**config.mk**
```make
export PLATFORM = sky130hd
export DESIGN_NAME = dimm_pwr_seq
export DESIGN_NICKNAME = d
export VERILOG_FILES = /design/src/rtl/dps_pkg.sv /design/src/rtl/dps_ctrl.sv /design/src/rtl/dps_datapath.sv /design/src/rtl/dimm_pwr_seq.sv
export SDC_FILE = /design/constraint.sdc
export NUM_CORES = 1
export LEC_CHECK = 0
export BUFFER_PORTS_ARGS = -buffer_cell sky130_fd_sc_hd__buf_2
export CAP_MARGIN = 30
export CORE_MARGIN = 4
export CORE_UTILIZATION = 46
export DETAILED_ROUTE_END_ITERATION = 16
export HOLD_SLACK_MARGIN = 0.06
export MAX_ROUTING_LAYER = met4
export PLACE_DENSITY = 0.75
export SETUP_SLACK_MARGIN = 0.15
export SLEW_MARGIN = 20
export SYNTH_ARGS = -nofsm -noshare
export SYNTH_HDL_FRONTEND = slang
export SYNTH_SLANG_ARGS = --single-unit
export TNS_END_PERCENT = 1
```
**constraint.sdc**
```tcl
create_clock -name clk -period 2.3 [get_ports clk]
set_clock_uncertainty 0.2 [all_clocks]
set_input_delay 0.46 -clock clk [delete_from_list [all_inputs] [get_ports clk]]
set_output_delay 0.46 -clock clk [all_outputs]
set_load 0.02 [all_outputs]
```
**src/rtl/dps_pkg.sv**
```systemverilog
package dps_pkg;

  typedef enum logic [3:0] {
    ST_IDLE_RESET    = 4'd0,
    ST_WAIT_PLL      = 4'd1,
    ST_WAIT_SDRAM    = 4'd2,
    ST_ACTIVATE      = 4'd3,
    ST_READY         = 4'd4,
    ST_SR_CMD        = 4'd5,
    ST_SR_PIPE       = 4'd6,
    ST_SR_RESET      = 4'd7,
    ST_SR_WAIT_INACT = 4'd8,
    ST_SR_CLK_OFF    = 4'd9
  } seq_state_e;

  // which interval the timer loads on a state entry
  typedef enum logic [1:0] {
    IVL_PLL   = 2'd0,
    IVL_SDRAM = 2'd1,
    IVL_ACT   = 2'd2,
    IVL_INACT = 2'd3
  } ivl_e;

  // how the pin registers are filled
  typedef enum logic [1:0] {
    DRV_IDLE  = 2'd0,
    DRV_PASS  = 2'd1,
    DRV_SRCMD = 2'd2,
    DRV_LOW   = 2'd3
  } drv_e;

  // strobes from control to datapath, describing the next cycle
  typedef struct packed {
    logic tmrLoad;
    ivl_e tmrSel;
    drv_e drive;
    logic rstHigh;
    logic clkOn;
    logic initPulse;
    logic readyOn;
    logic errPulse;
  } strobe_t;

  localparam logic [3:0] CMD_SELF_REFRESH = 4'b0001; // cs, ras, cas low, we high

endpackage

```
**src/rtl/dps_ctrl.sv**
```systemverilog
module dps_ctrl
  import dps_pkg::*;
(
  input  logic       clk,
  input  logic       rstN,
  input  logic       clkStable,
  input  logic       srReq,
  input  logic       timerDone,
  output seq_state_e stateQ,
  output strobe_t    strobe
);

  seq_state_e nextState;

  always_comb begin
    nextState = stateQ;
    case (stateQ)
      ST_IDLE_RESET:    if (clkStable) nextState = ST_WAIT_PLL;
      ST_WAIT_PLL:      if (timerDone) nextState = ST_WAIT_SDRAM;
      ST_WAIT_SDRAM:    if (timerDone) nextState = ST_ACTIVATE;
      ST_ACTIVATE:      if (timerDone) nextState = ST_READY;
      ST_READY:         if (srReq)     nextState = ST_SR_CMD;
      ST_SR_CMD:                       nextState = ST_SR_PIPE;
      ST_SR_PIPE:                      nextState = ST_SR_RESET;
      ST_SR_RESET:                     nextState = ST_SR_WAIT_INACT;
      ST_SR_WAIT_INACT: if (timerDone) nextState = ST_SR_CLK_OFF;
      ST_SR_CLK_OFF:                   nextState = ST_SR_CLK_OFF;
      default:                         nextState = ST_IDLE_RESET;
    endcase
  end

  always_ff @(posedge clk) begin
    if (!rstN) stateQ <= ST_IDLE_RESET;
    else       stateQ <= nextState;
  end

  always_comb begin
    strobe.tmrLoad = (nextState != stateQ);
    case (nextState)
      ST_WAIT_SDRAM:    strobe.tmrSel = IVL_SDRAM;
      ST_ACTIVATE:      strobe.tmrSel = IVL_ACT;
      ST_SR_WAIT_INACT: strobe.tmrSel = IVL_INACT;
      default:          strobe.tmrSel = IVL_PLL;
    endcase
    case (nextState)
      ST_READY:         strobe.drive = DRV_PASS;
      ST_SR_CMD:        strobe.drive = DRV_SRCMD;
      ST_SR_RESET,
      ST_SR_WAIT_INACT,
      ST_SR_CLK_OFF:    strobe.drive = DRV_LOW;
      default:          strobe.drive = DRV_IDLE;
    endcase
    strobe.rstHigh   = (nextState == ST_ACTIVATE) || (nextState == ST_READY) ||
                       (nextState == ST_SR_CMD)   || (nextState == ST_SR_PIPE);
    strobe.clkOn     = (nextState != ST_SR_CLK_OFF);
    strobe.initPulse = (nextState == ST_READY) && (stateQ == ST_ACTIVATE);
    strobe.readyOn   = (nextState == ST_READY);
    strobe.errPulse  = srReq && (stateQ != ST_READY);
  end

endmodule

```
**src/rtl/dps_datapath.sv**
```systemverilog
module dps_datapath
  import dps_pkg::*;
#(
  parameter int ADDR_W       = 14,
  parameter int CNT_W        = 14,
  parameter int PLL_CYC      = 5000,
  parameter int SDRAM_CYC    = 10000,
  parameter int ACT_CYC      = 16,
  parameter int INACT_CYC    = 16,
  parameter bit IDLE_ALL_LOW = 1'b0
) (
  input  logic              clk,
  input  logic              rstN,
  input  strobe_t           strobe,
  input  logic              engCke,
  input  logic [3:0]        engCmd,
  input  logic [ADDR_W-1:0] engAddr,
  output logic              timerDone,
  output logic              regRstN,
  output logic              cke,
  output logic [3:0]        cmd,
  output logic [ADDR_W-1:0] addr,
  output logic              clkEn,
  output logic              initStart,
  output logic              ready,
  output logic              reqErr
);

  logic [CNT_W-1:0] count;
  logic [CNT_W-1:0] loadVal;
  logic [3:0]       idleCmd;

  generate
    if (IDLE_ALL_LOW) begin : g_idle_low
      assign idleCmd = 4'b0000;
    end else begin : g_idle_nop
      assign idleCmd = 4'b1111;
    end
  endgenerate

  always_comb begin
    case (strobe.tmrSel)
      IVL_SDRAM: loadVal = CNT_W'(SDRAM_CYC - 1);
      IVL_ACT:   loadVal = CNT_W'(ACT_CYC - 1);
      IVL_INACT: loadVal = CNT_W'(INACT_CYC - 1);
      default:   loadVal = CNT_W'(PLL_CYC - 1);
    endcase
  end

  assign timerDone = (count == '0);

  always_ff @(posedge clk) begin
    if (!rstN) begin
      count     <= '0;
      regRstN   <= 1'b0;
      cke       <= 1'b0;
      cmd       <= idleCmd;
      addr      <= '0;
      clkEn     <= 1'b1;
      initStart <= 1'b0;
      ready     <= 1'b0;
      reqErr    <= 1'b0;
    end else begin
      if (strobe.tmrLoad)   count <= loadVal;
      else if (!timerDone)  count <= count - 1'b1;
      regRstN   <= strobe.rstHigh;
      clkEn     <= strobe.clkOn;
      initStart <= strobe.initPulse;
      ready     <= strobe.readyOn;
      reqErr    <= strobe.errPulse;
      case (strobe.drive)
        DRV_PASS: begin
          cke  <= engCke;
          cmd  <= engCmd;
          addr <= engAddr;
        end
        DRV_SRCMD: begin
          cke  <= 1'b0;
          cmd  <= CMD_SELF_REFRESH;
          addr <= '0;
        end
        DRV_LOW: begin
          cke  <= 1'b0;
          cmd  <= 4'b0000;
          addr <= '0;
        end
        default: begin
          cke  <= 1'b0;
          cmd  <= idleCmd;
          addr <= '0;
        end
      endcase
    end
  end

endmodule

```
**src/rtl/dimm_pwr_seq.sv**
```systemverilog
module dimm_pwr_seq
  import dps_pkg::*;
#(
  parameter int ADDR_W       = 14,
  parameter int PLL_CYC      = 5000,
  parameter int SDRAM_CYC    = 10000,
  parameter int ACT_CYC      = 16,
  parameter int INACT_CYC    = 16,
  parameter bit IDLE_ALL_LOW = 1'b0
) (
  input  logic              clk,
  input  logic              rstN,
  input  logic              clkStable,
  input  logic              srReq,
  input  logic              engCke,
  input  logic [3:0]        engCmd,
  input  logic [ADDR_W-1:0] engAddr,
  output logic              regRstN,
  output logic              cke,
  output logic              csN,
  output logic              rasN,
  output logic              casN,
  output logic              weN,
  output logic [ADDR_W-1:0] addrOut,
  output logic              clkEn,
  output logic              initStart,
  output logic              ready,
  output logic              reqErr,
  output logic [3:0]        seqState
);

  localparam int MAX_AB = (PLL_CYC > SDRAM_CYC) ? PLL_CYC : SDRAM_CYC;
  localparam int MAX_CD = (ACT_CYC > INACT_CYC) ? ACT_CYC : INACT_CYC;
  localparam int MAX_IV = (MAX_AB > MAX_CD) ? MAX_AB : MAX_CD;
  localparam int CNT_W  = $clog2(MAX_IV + 1);

  seq_state_e stateQ;
  strobe_t    strobe;
  logic       timerDone;
  logic [3:0] cmd;

  dps_ctrl u_ctrl (
    .clk       (clk),
    .rstN      (rstN),
    .clkStable (clkStable),
    .srReq     (srReq),
    .timerDone (timerDone),
    .stateQ    (stateQ),
    .strobe    (strobe)
  );

  dps_datapath #(
    .ADDR_W       (ADDR_W),
    .CNT_W        (CNT_W),
    .PLL_CYC      (PLL_CYC),
    .SDRAM_CYC    (SDRAM_CYC),
    .ACT_CYC      (ACT_CYC),
    .INACT_CYC    (INACT_CYC),
    .IDLE_ALL_LOW (IDLE_ALL_LOW)
  ) u_dp (
    .clk       (clk),
    .rstN      (rstN),
    .strobe    (strobe),
    .engCke    (engCke),
    .engCmd    (engCmd),
    .engAddr   (engAddr),
    .timerDone (timerDone),
    .regRstN   (regRstN),
    .cke       (cke),
    .cmd       (cmd),
    .addr      (addrOut),
    .clkEn     (clkEn),
    .initStart (initStart),
    .ready     (ready),
    .reqErr    (reqErr)
  );

  assign {csN, rasN, casN, weN} = cmd;
  assign seqState = stateQ;

endmodule

```
==> results of run 1 <==
cells in the mapped netlist (all sizes together) (4+ instances only):
library cell and n:
a21oi 15, dfxtp 42, inv 4, and3 20, nand4 4, xnor2 6
nand2b 5, a21o 4, nor2 10, xor2 6, nand3 8, nor3 4
nand2 15, o21ai 7, clkbuf 7
state kept, by name (all words and copies together), names as in the netlist:
signal,flops
u_dp.cke,1
u_dp.addr,14
u_dp.regRstN,1
u_dp.clkEn,1
u_ctrl.stateQ,4
u_dp.cmd,4
u_dp.reqErr,1
u_dp.initStart,1
u_dp.count,14
u_dp.ready,1
worst max-delay path by stage:
stage / startpoint / slack (ns) / end / depth (start not counted)
2_1_floorplan: u_dp.count[0]$_SDFFE_PN0P_ / 0.18 / u_dp.count[11]$_SDFFE_PN0P_ / 8
3_3_place_gp: srReq / 0.15 / u_dp.count[8]$_SDFFE_PN0P_ / 6
3_5_place_dp: srReq / 0.17 / u_dp.count[9]$_SDFFE_PN0P_ / 6
4_1_cts: u_dp.count[2]$_SDFFE_PN0P_ / 0.17 / u_dp.count[11]$_SDFFE_PN0P_ / 5
5_1_grt: u_dp.count[0]$_SDFFE_PN0P_ / 0.07 / u_dp.count[11]$_SDFFE_PN0P_ / 8
6_report: u_dp.count[2]$_SDFFE_PN0P_ / 0.18 / u_dp.count[11]$_SDFFE_PN0P_ / 5
cell families (layout without fill, tap and decap cells):
family                     Yosys count  after routing  synth area share
muxes                                2              2            0.0116
xor gates and xnor gates            12             12            0.0572
DFF                                 42             42             0.458
and+or+nand+nor                     86             86             0.287
AOI/OAI and AO/OA                   40             40             0.144
buffers and inverters               14             78            0.0361
adders and majority gates            1              1           0.00681
critical path: cells and delay by family (launching register included):
kind / cells / cell delay, ns
xor+xnor: 1 / 0.14
simple gates: 4 / 1.31
flops: 1 / 0.37
power by group through the flow:
stage,clock [mW],sequential [mW],combinational [mW]
5_1_grt,0.530,0.825,0.420
3_3_place_gp,0,0.834,0.348
6_report,0.485,0.819,0.381
3_5_place_dp,0,0.835,0.350
2_1_floorplan,0,0.831,0.246
4_1_cts,0.505,0.818,0.353
layer usage:
metal / global-route usage / up-vias / part of all wire
li1: - / 832 / -
met1: 0.223 / 752 / 0.45
met2: 0.262 / 72 / 0.46
met3: 0.0497 / 7 / 0.078
met4: 0.0814 / 0 / 0.013
met5: - / - / 0
cell type report:
type	instances	area, um2	share of cell area
tap	48	60.1	0.0255
clock inverter	3	25.0	0.0106
timing repair buffer	66	370	0.158
sequential	42	843	0.359
multi-input combinational	141	968	0.412
inverter	4	15.0	0.00639
clock buffer	5	68.8	0.0293
stage by stage:
stage / cell area (um2) / instances
floorplan: 1850 / 197
global placement: 2210 / 299
detailed placement: 2210 / 299
CTS: 2300 / 307
global route: 2350 / 309
finish: 2350 / 309
timing repair:
action,CTS,global route
gates resized for setup,0,5
setup endpoints to repair,0,35
setup buffers,0,2
==> reports/results.ini, run 1 <==
[sta]
tightest_slew_ns=0.485
relSlewSlack=0.677
setup_viol=0
setup_ws_ns=0.184
period_minus_slack_ns=2.12
slew_violations=0
clock.fmax_mhz=473
holdWs_ns=0.155
grt_setup_unrepaired=yes
hold_viol_final=0
fin_crit_sh=0.920
fin_setup_tns_ns=0

[detailed_routing]
initialDrtViolationCount=123
avgRoutedWirePerCell_um=14.1
viasPerCell=5.38
drt-pass1-iter-count=4
drt_wl_total_um=4360
drc=0
route.vias.total=1663
drtAntennaViolNets=0

[final_layout]
layout_commonest_cell=buf_2
final_core_util=0.623
syn2layout_area_growth_pct=28.0
nNetsFinal=284
num-fill-cells=326
drive_above_1_share=0.356
final_cell_mix=50 x buf_2, 40 x dfxtp_1, 19 x and3_1
diodes=0

[placed_design]
dp_slack_ns=0.168
port_buffers=50
dp_hpwl_um=3220
place_congestion=0.947

[floorplanning]
die_h_um=71.2
io_pins=51
core_area_mm2=0.00377
start_util=0.487
fp.dieW_um=71.2
dieArea_mm2=0.00507
fp-row-count=22

[power_and_ir_drop]
power.internal_mw=1.17
clkPwrFrac=0.288
switching_share=0.303
pwr-share-seq=0.486
p_per_area_mw_per_mm2=717
p_leak_nw=1.11
ir_drop_uv=379
p_sw_uw=511
combPwrFrac=0.226
p_total_mw=1.68

[setup_path]
cp-end-kind=register
arrival_ns=2.11
path_class=reg -> reg
cp_cell_sequence=nor4_1 -> nand2_1 -> or4b_1 -> xnor2_1 -> and3_4
crit_slowest_cell=or4b_1
max_stage_delay_ns=0.54
crit_path_max_fanout=5
r2r_setup_slack_ns=0.18
r2r_end=u_dp.count[11]$_SDFFE_PN0P_
crit_required_ns=2.29
r2r_cells=5
critPathLaunchType=register
reg2reg_from=u_dp.count[2]$_SDFFE_PN0P_

[min_path]
min_from=engCmd[1]
hold_end=u_dp.cmd[1]$_SDFF_PN1_
holdPathStages=2
worstHoldPathType=in -> reg

[yosys]
ys.flop_type=dfxtp_1
yosysTopAreaCellShare=0.458
synthCells=197
netlist-cell-type-count=52
ys_seq_elements=42
synth_edf_count=0
synth_top_cell_by_area=dfxtp_1
ys_seq_area_frac=0.458
post_synth_main_area_contributors=dfxtp_1 46%, and3_1 6.8%, a21oi_1 3.5%, nand2_1 3.1%, xnor2_1 2.9%
syn_avg_cell_area_um2=9.32
async_flop_share=0
syn-num-nets=221
yosys_warnings=0
synthesis.area_mm2=0.00184

[job]
max_cap_violations=0

[clock_tree]
clkLatencyLatePin_ns=0.29
clock_path_buffers=2
clock-sinks=42
cts_htree_levels=2
cts_buffers=5
cts-root-buf=clkbuf_8
clkTransAtPathRegs_ns=0.08
cts_hold_buf=0
cts_tree=done

[grt]
grt_pass1_wl_um=7020
grt_pass1_vias=1541
grt-ovfl-total=0
grt_max_degree=16
antenna_found_initial=0
track_usage=0.177

[outcome]
outcome=completed

Power figures use the tool's default switching activity.
==> run 2: changes to the inputs <==
--- a/config.mk
+++ b/config.mk
@@ -7,12 +7,14 @@
 export LEC_CHECK = 0
 export BUFFER_PORTS_ARGS = -buffer_cell sky130_fd_sc_hd__buf_2
 export CAP_MARGIN = 30
+export CELL_PAD_IN_SITES_DETAIL_PLACEMENT = 1
+export CELL_PAD_IN_SITES_GLOBAL_PLACEMENT = 2
 export CORE_MARGIN = 4
-export CORE_UTILIZATION = 46
+export CORE_UTILIZATION = 27
 export DETAILED_ROUTE_END_ITERATION = 16
 export HOLD_SLACK_MARGIN = 0.06
 export MAX_ROUTING_LAYER = met4
-export PLACE_DENSITY = 0.75
+export PLACE_DENSITY = 0.74
 export SETUP_SLACK_MARGIN = 0.15
 export SLEW_MARGIN = 20
 export SYNTH_ARGS = -nofsm -noshare
==> reports/results.ini, run 2 (synthesized netlist as in run 1, its figures left out) <==
[setup_path]
path_delay_family=simple AND/OR/NAND/NOR gates
cp-end-kind=register
max_stage_delay_ns=0.53
path_class=reg -> reg
arrival_ns=2.08
crit_required_ns=2.30
critPathLaunchType=register
crit_buf_inv=1
cp_cell_sequence=nor4_2 -> buf_4 -> nand2_1 -> or4b_1 -> xnor2_1 -> and3_1
crit_path_max_fanout=5
crit_slowest_cell=or4b_1

[detailed_routing]
viasPerCell=4.87
drt-pass1-iter-count=4
route.vias.total=1701
avgRoutedWirePerCell_um=15.9
drtAntennaViolNets=0
initialDrtViolationCount=52
drt_wl_total_um=5530
drc=0

[final_layout]
drive_above_1_share=0.415
largestRegisters=u_dp.addr (14), u_dp.count (14)
final_cell_mix=50 x buf_2, 38 x dfxtp_1, 25 x buf_4
syn2layout_area_growth_pct=36.9
seq_area_um2=848
diodes=0
layout_commonest_cell=buf_2
nNetsFinal=295
multi_input_area_mm2=0.00100
num-fill-cells=774

[clock_tree]
clkLatencyLatePin_ns=0.30
cts_hold_buf=0
clkTransAtPathRegs_ns=0.08
clock-sinks=42
cts_buffers=5
cts-root-buf=clkbuf_8
cts_tree=done
cts_htree_levels=2
clock_path_buffers=2

[sta]
fin_crit_sh=0.906
tightest_slew_ns=0.513
grt_setup_unrepaired=yes
slew_violations=0
relSlewSlack=0.658
hold_viol_final=0
setup_viol=0
period_minus_slack_ns=2.08
clock.fmax_mhz=480
fin_setup_tns_ns=0

[grt]
grt_max_degree=17
track_usage=0.138
grt-ovfl-total=0
antenna_found_initial=0
grt_pass1_vias=1699
grt_pass1_wl_um=8860

[power_and_ir_drop]
ir_drop_uv=240
power.internal_mw=1.22
clkPwrFrac=0.275
p_total_mw=1.78
pwr-share-seq=0.464
p_per_area_mw_per_mm2=707
p_leak_nw=1.16
combPwrFrac=0.261
p_sw_uw=557
switching_share=0.313

[floorplanning]
fp.dieW_um=90.5
io_pins=51
core_area_mm2=0.00649
die_h_um=90.5
start_util=0.283
fp-row-count=29
dieArea_mm2=0.00819

[job]
max_cap_violations=0

[placed_design]
dp_hpwl_um=4090
place_congestion=0.827
port_buffers=50

[outcome]
outcome=completed

[min_path]
worstHoldPathType=in -> reg

-- run 2: cell types whose count changed in the layout (fill, tap and decap cells not counted), sizes merged --
cell / delta
clkinv: +1
inv: -1
buf: +11
-- run 2: repair_timing --
item,CTS,global route
setup endpoints to repair,25,35
pin swaps,3,7
buffers inserted,2,7
hold endpoints to repair,0,0
gates resized for setup,5,15
-- run 2: power groups by stage --
stage	logic, mW	clock network (mW)	registers (mW)
after detailed placement	0.377	0	0.837
after floorplan	0.246	0	0.831
after CTS	0.396	0.510	0.820
after global routing	0.510	0.545	0.832
after global placement	0.377	0	0.835
final	0.463	0.489	0.825
-- run 2: area by class of cell --
class | count | share of cell area
clock buffers | 5 | 0.0274
clock inverters | 3 | 0.00846
inverters | 4 | 0.00697
multi-input cells | 141 | 0.399
flip-flops and latches | 42 | 0.337
well taps | 77 | 0.0383
repair buffers | 77 | 0.183
-- run 2: worst paths after layout --
path	from	to	slack, ns	depth (start not counted)
max	u_dp.count[2]$_SDFFE_PN0P_	u_dp.count[11]$_SDFFE_PN0P_	0.22	6
max reg2reg	u_dp.count[2]$_SDFFE_PN0P_	u_dp.count[11]$_SDFFE_PN0P_	0.22	6
min reg2reg	u_ctrl.stateQ[2]$_SDFF_PN0_	u_dp.regRstN$_SDFF_PN0_	0.38	2
min	engCmd[1]	u_dp.cmd[1]$_SDFF_PN1_	0.16	2
-- run 2: per-stage QoR --
stage | cells | area [um2] | hold WS (ns) | utilization | setup WS [ns]
after detailed placement | 332 | 2280 | 0.393 | 0.351 | 0.0529
after global routing | 349 | 2510 | 0.142 | 0.387 | 0.0950
after CTS | 342 | 2400 | 0.153 | 0.369 | 0.126
after floorplan | 197 | 1850 | 0.355 | - | 0.182
final | 349 | 2510 | 0.157 | 0.387 | 0.216
after global placement | 332 | 2280 | 0.400 | 0.351 | 0.100
-- run 2: per-layer routing --
layer	GRT usage	part of all wire
met2	0.208	0.48
met5	-	0
met3	0.0292	0.027
met4	0.0485	0.011
met1	0.182	0.48
==> run 3: changes to the inputs <==
--- a/config.mk
+++ b/config.mk
@@ -9,11 +9,12 @@
 export CAP_MARGIN = 30
 export CELL_PAD_IN_SITES_DETAIL_PLACEMENT = 1
 export CELL_PAD_IN_SITES_GLOBAL_PLACEMENT = 2
+export CORE_ASPECT_RATIO = 1.2
 export CORE_MARGIN = 4
 export CORE_UTILIZATION = 27
 export DETAILED_ROUTE_END_ITERATION = 16
+export GPL_TIMING_DRIVEN = 0
 export HOLD_SLACK_MARGIN = 0.06
-export MAX_ROUTING_LAYER = met4
 export PLACE_DENSITY = 0.74
 export SETUP_SLACK_MARGIN = 0.15
 export SLEW_MARGIN = 20
==> reports/results.ini, run 3 (synthesized netlist as in run 1, its figures left out) <==
[final_layout]
layout_commonest_cell=buf_2
largestRegisters=u_dp.addr (14), u_dp.count (14)
stdcell_count=349
syn2layout_area_growth_pct=35.8
drive_above_1_share=0.390
num-fill-cells=770
final_core_util=0.382
final_cell_mix=50 x buf_2, 40 x dfxtp_1, 17 x and3_1
diodes=0
nNetsFinal=287

[floorplanning]
core_area_mm2=0.00653
fp-row-count=32
io_pins=51
die_h_um=98.4
dieArea_mm2=0.00819
fp.dieW_um=83.3
start_util=0.281

[sta]
slew_violations=0
tightest_slew_ns=0.533
relSlewSlack=0.645
grt_setup_unrepaired=yes
setup_viol=0
fin_setup_tns_ns=0
period_minus_slack_ns=2.14
clock.fmax_mhz=468
fin_crit_sh=0.929
hold_viol_final=0
holdWs_ns=0.156

[power_and_ir_drop]
p_total_mw=1.76
ir_drop_uv=254
p_per_area_mw_per_mm2=706
p_leak_nw=1.12

[detailed_routing]
avgRoutedWirePerCell_um=15.3
viasPerCell=4.82
drt-pass1-iter-count=3
drt_wl_total_um=5320
route.vias.total=1682
drc=0
initialDrtViolationCount=72
drtAntennaViolNets=0

[clock_tree]
cts_hold_buf=0
cts_buffers=5
clkTransAtPathRegs_ns=0.09
clock_path_buffers=2
clkLatencyLatePin_ns=0.30
cts_tree=done
cts_htree_levels=2
clock-sinks=42
cts-root-buf=clkbuf_8

[setup_path]
cp_cell_sequence=inv_2 -> ha_4 -> nor3b_4 -> and4_4 -> buf_8 -> or4b_1 -> xnor2_1 -> and3_4
arrival_ns=2.13
crit_required_ns=2.30
cp_num_cells=8
cp-end-kind=register
path_class=reg -> reg
crit_path_max_fanout=8
crit_slowest_cell=or4b_1
r2r_cells=8
crit_buf_inv=2
max_stage_delay_ns=0.48
critPathLaunchType=register
path_delay_family=simple AND/OR/NAND/NOR gates

[grt]
grt_pass1_vias=1843
antenna_found_initial=0
grt_max_degree=15
grt-ovfl-total=0
track_usage=0.133
grt_pass1_wl_um=8870

[outcome]
outcome=completed

[placed_design]
place_congestion=0.746
dpl.cell_count=332
port_buffers=50
dp_hpwl_um=3880

[min_path]
worstHoldPathType=in -> reg
holdPathStages=2

[job]
max_cap_violations=0

run 3: worst paths after layout:
path | startpoint | endpoint | slack [ns]
hold / removal | engCmd[3] | u_dp.cmd[3]$_SDFF_PN1_ | 0.16
setup / recovery | u_dp.count[1]$_SDFFE_PN0P_ | u_dp.count[11]$_SDFFE_PN0P_ | 0.16
hold reg to reg | u_dp.count[7]$_SDFFE_PN0P_ | u_dp.count[7]$_SDFFE_PN0P_ | 0.42
setup reg to reg | u_dp.count[1]$_SDFFE_PN0P_ | u_dp.count[11]$_SDFFE_PN0P_ | 0.16
run 3: area by class of cell:
cell class                      count  area (um2)  area share
Buffer                             10        63.8      0.0256
Clock buffer                        5        68.8      0.0276
Clock inverter                      3        21.3     0.00853
Inverter                            4        15.0     0.00602
Multi-Input combinational cell    141        1040       0.418
Sequential cell                    42         846       0.339
Tap cell                           85         106      0.0426
Timing Repair Buffer               59         330       0.132
run 3: metal layers:
metal | vias to the layer above | part of all wire | global-route usage
met5 | - | 0 | 0
met1 | 795 | 0.41 | 0.140
met4 | 0 | 0.011 | 0.0453
li1 | 836 | - | -
met2 | 44 | 0.52 | 0.242
met3 | 7 | 0.062 | 0.0498
run 3: metrics by stage:
step | instance area, um2 | setup slack [ns]
global route | 2490 | 0.0807
detailed placement | 2200 | -0.0636
finish | 2490 | 0.163
global placement | 2200 | -0.0776
floorplan | 1850 | 0.182
CTS | 2370 | 0.115
run 3: power breakdown:
part	internal (mW)	total, mW	switching, mW
clock network	0.214	0.492	0.278
registers	0.769	0.830	0.0604
logic	0.217	0.439	0.222
total	1.20	1.76	0.560
run 3: timing repair:
| action | 4_1_cts | 5_1_grt |
|---|---|---|
| buffers inserted | 6 | 3 |
| resized for setup | 5 | 25 |
| pin swaps | 2 | 9 |
| setup endpoints to repair | 30 | 30 |
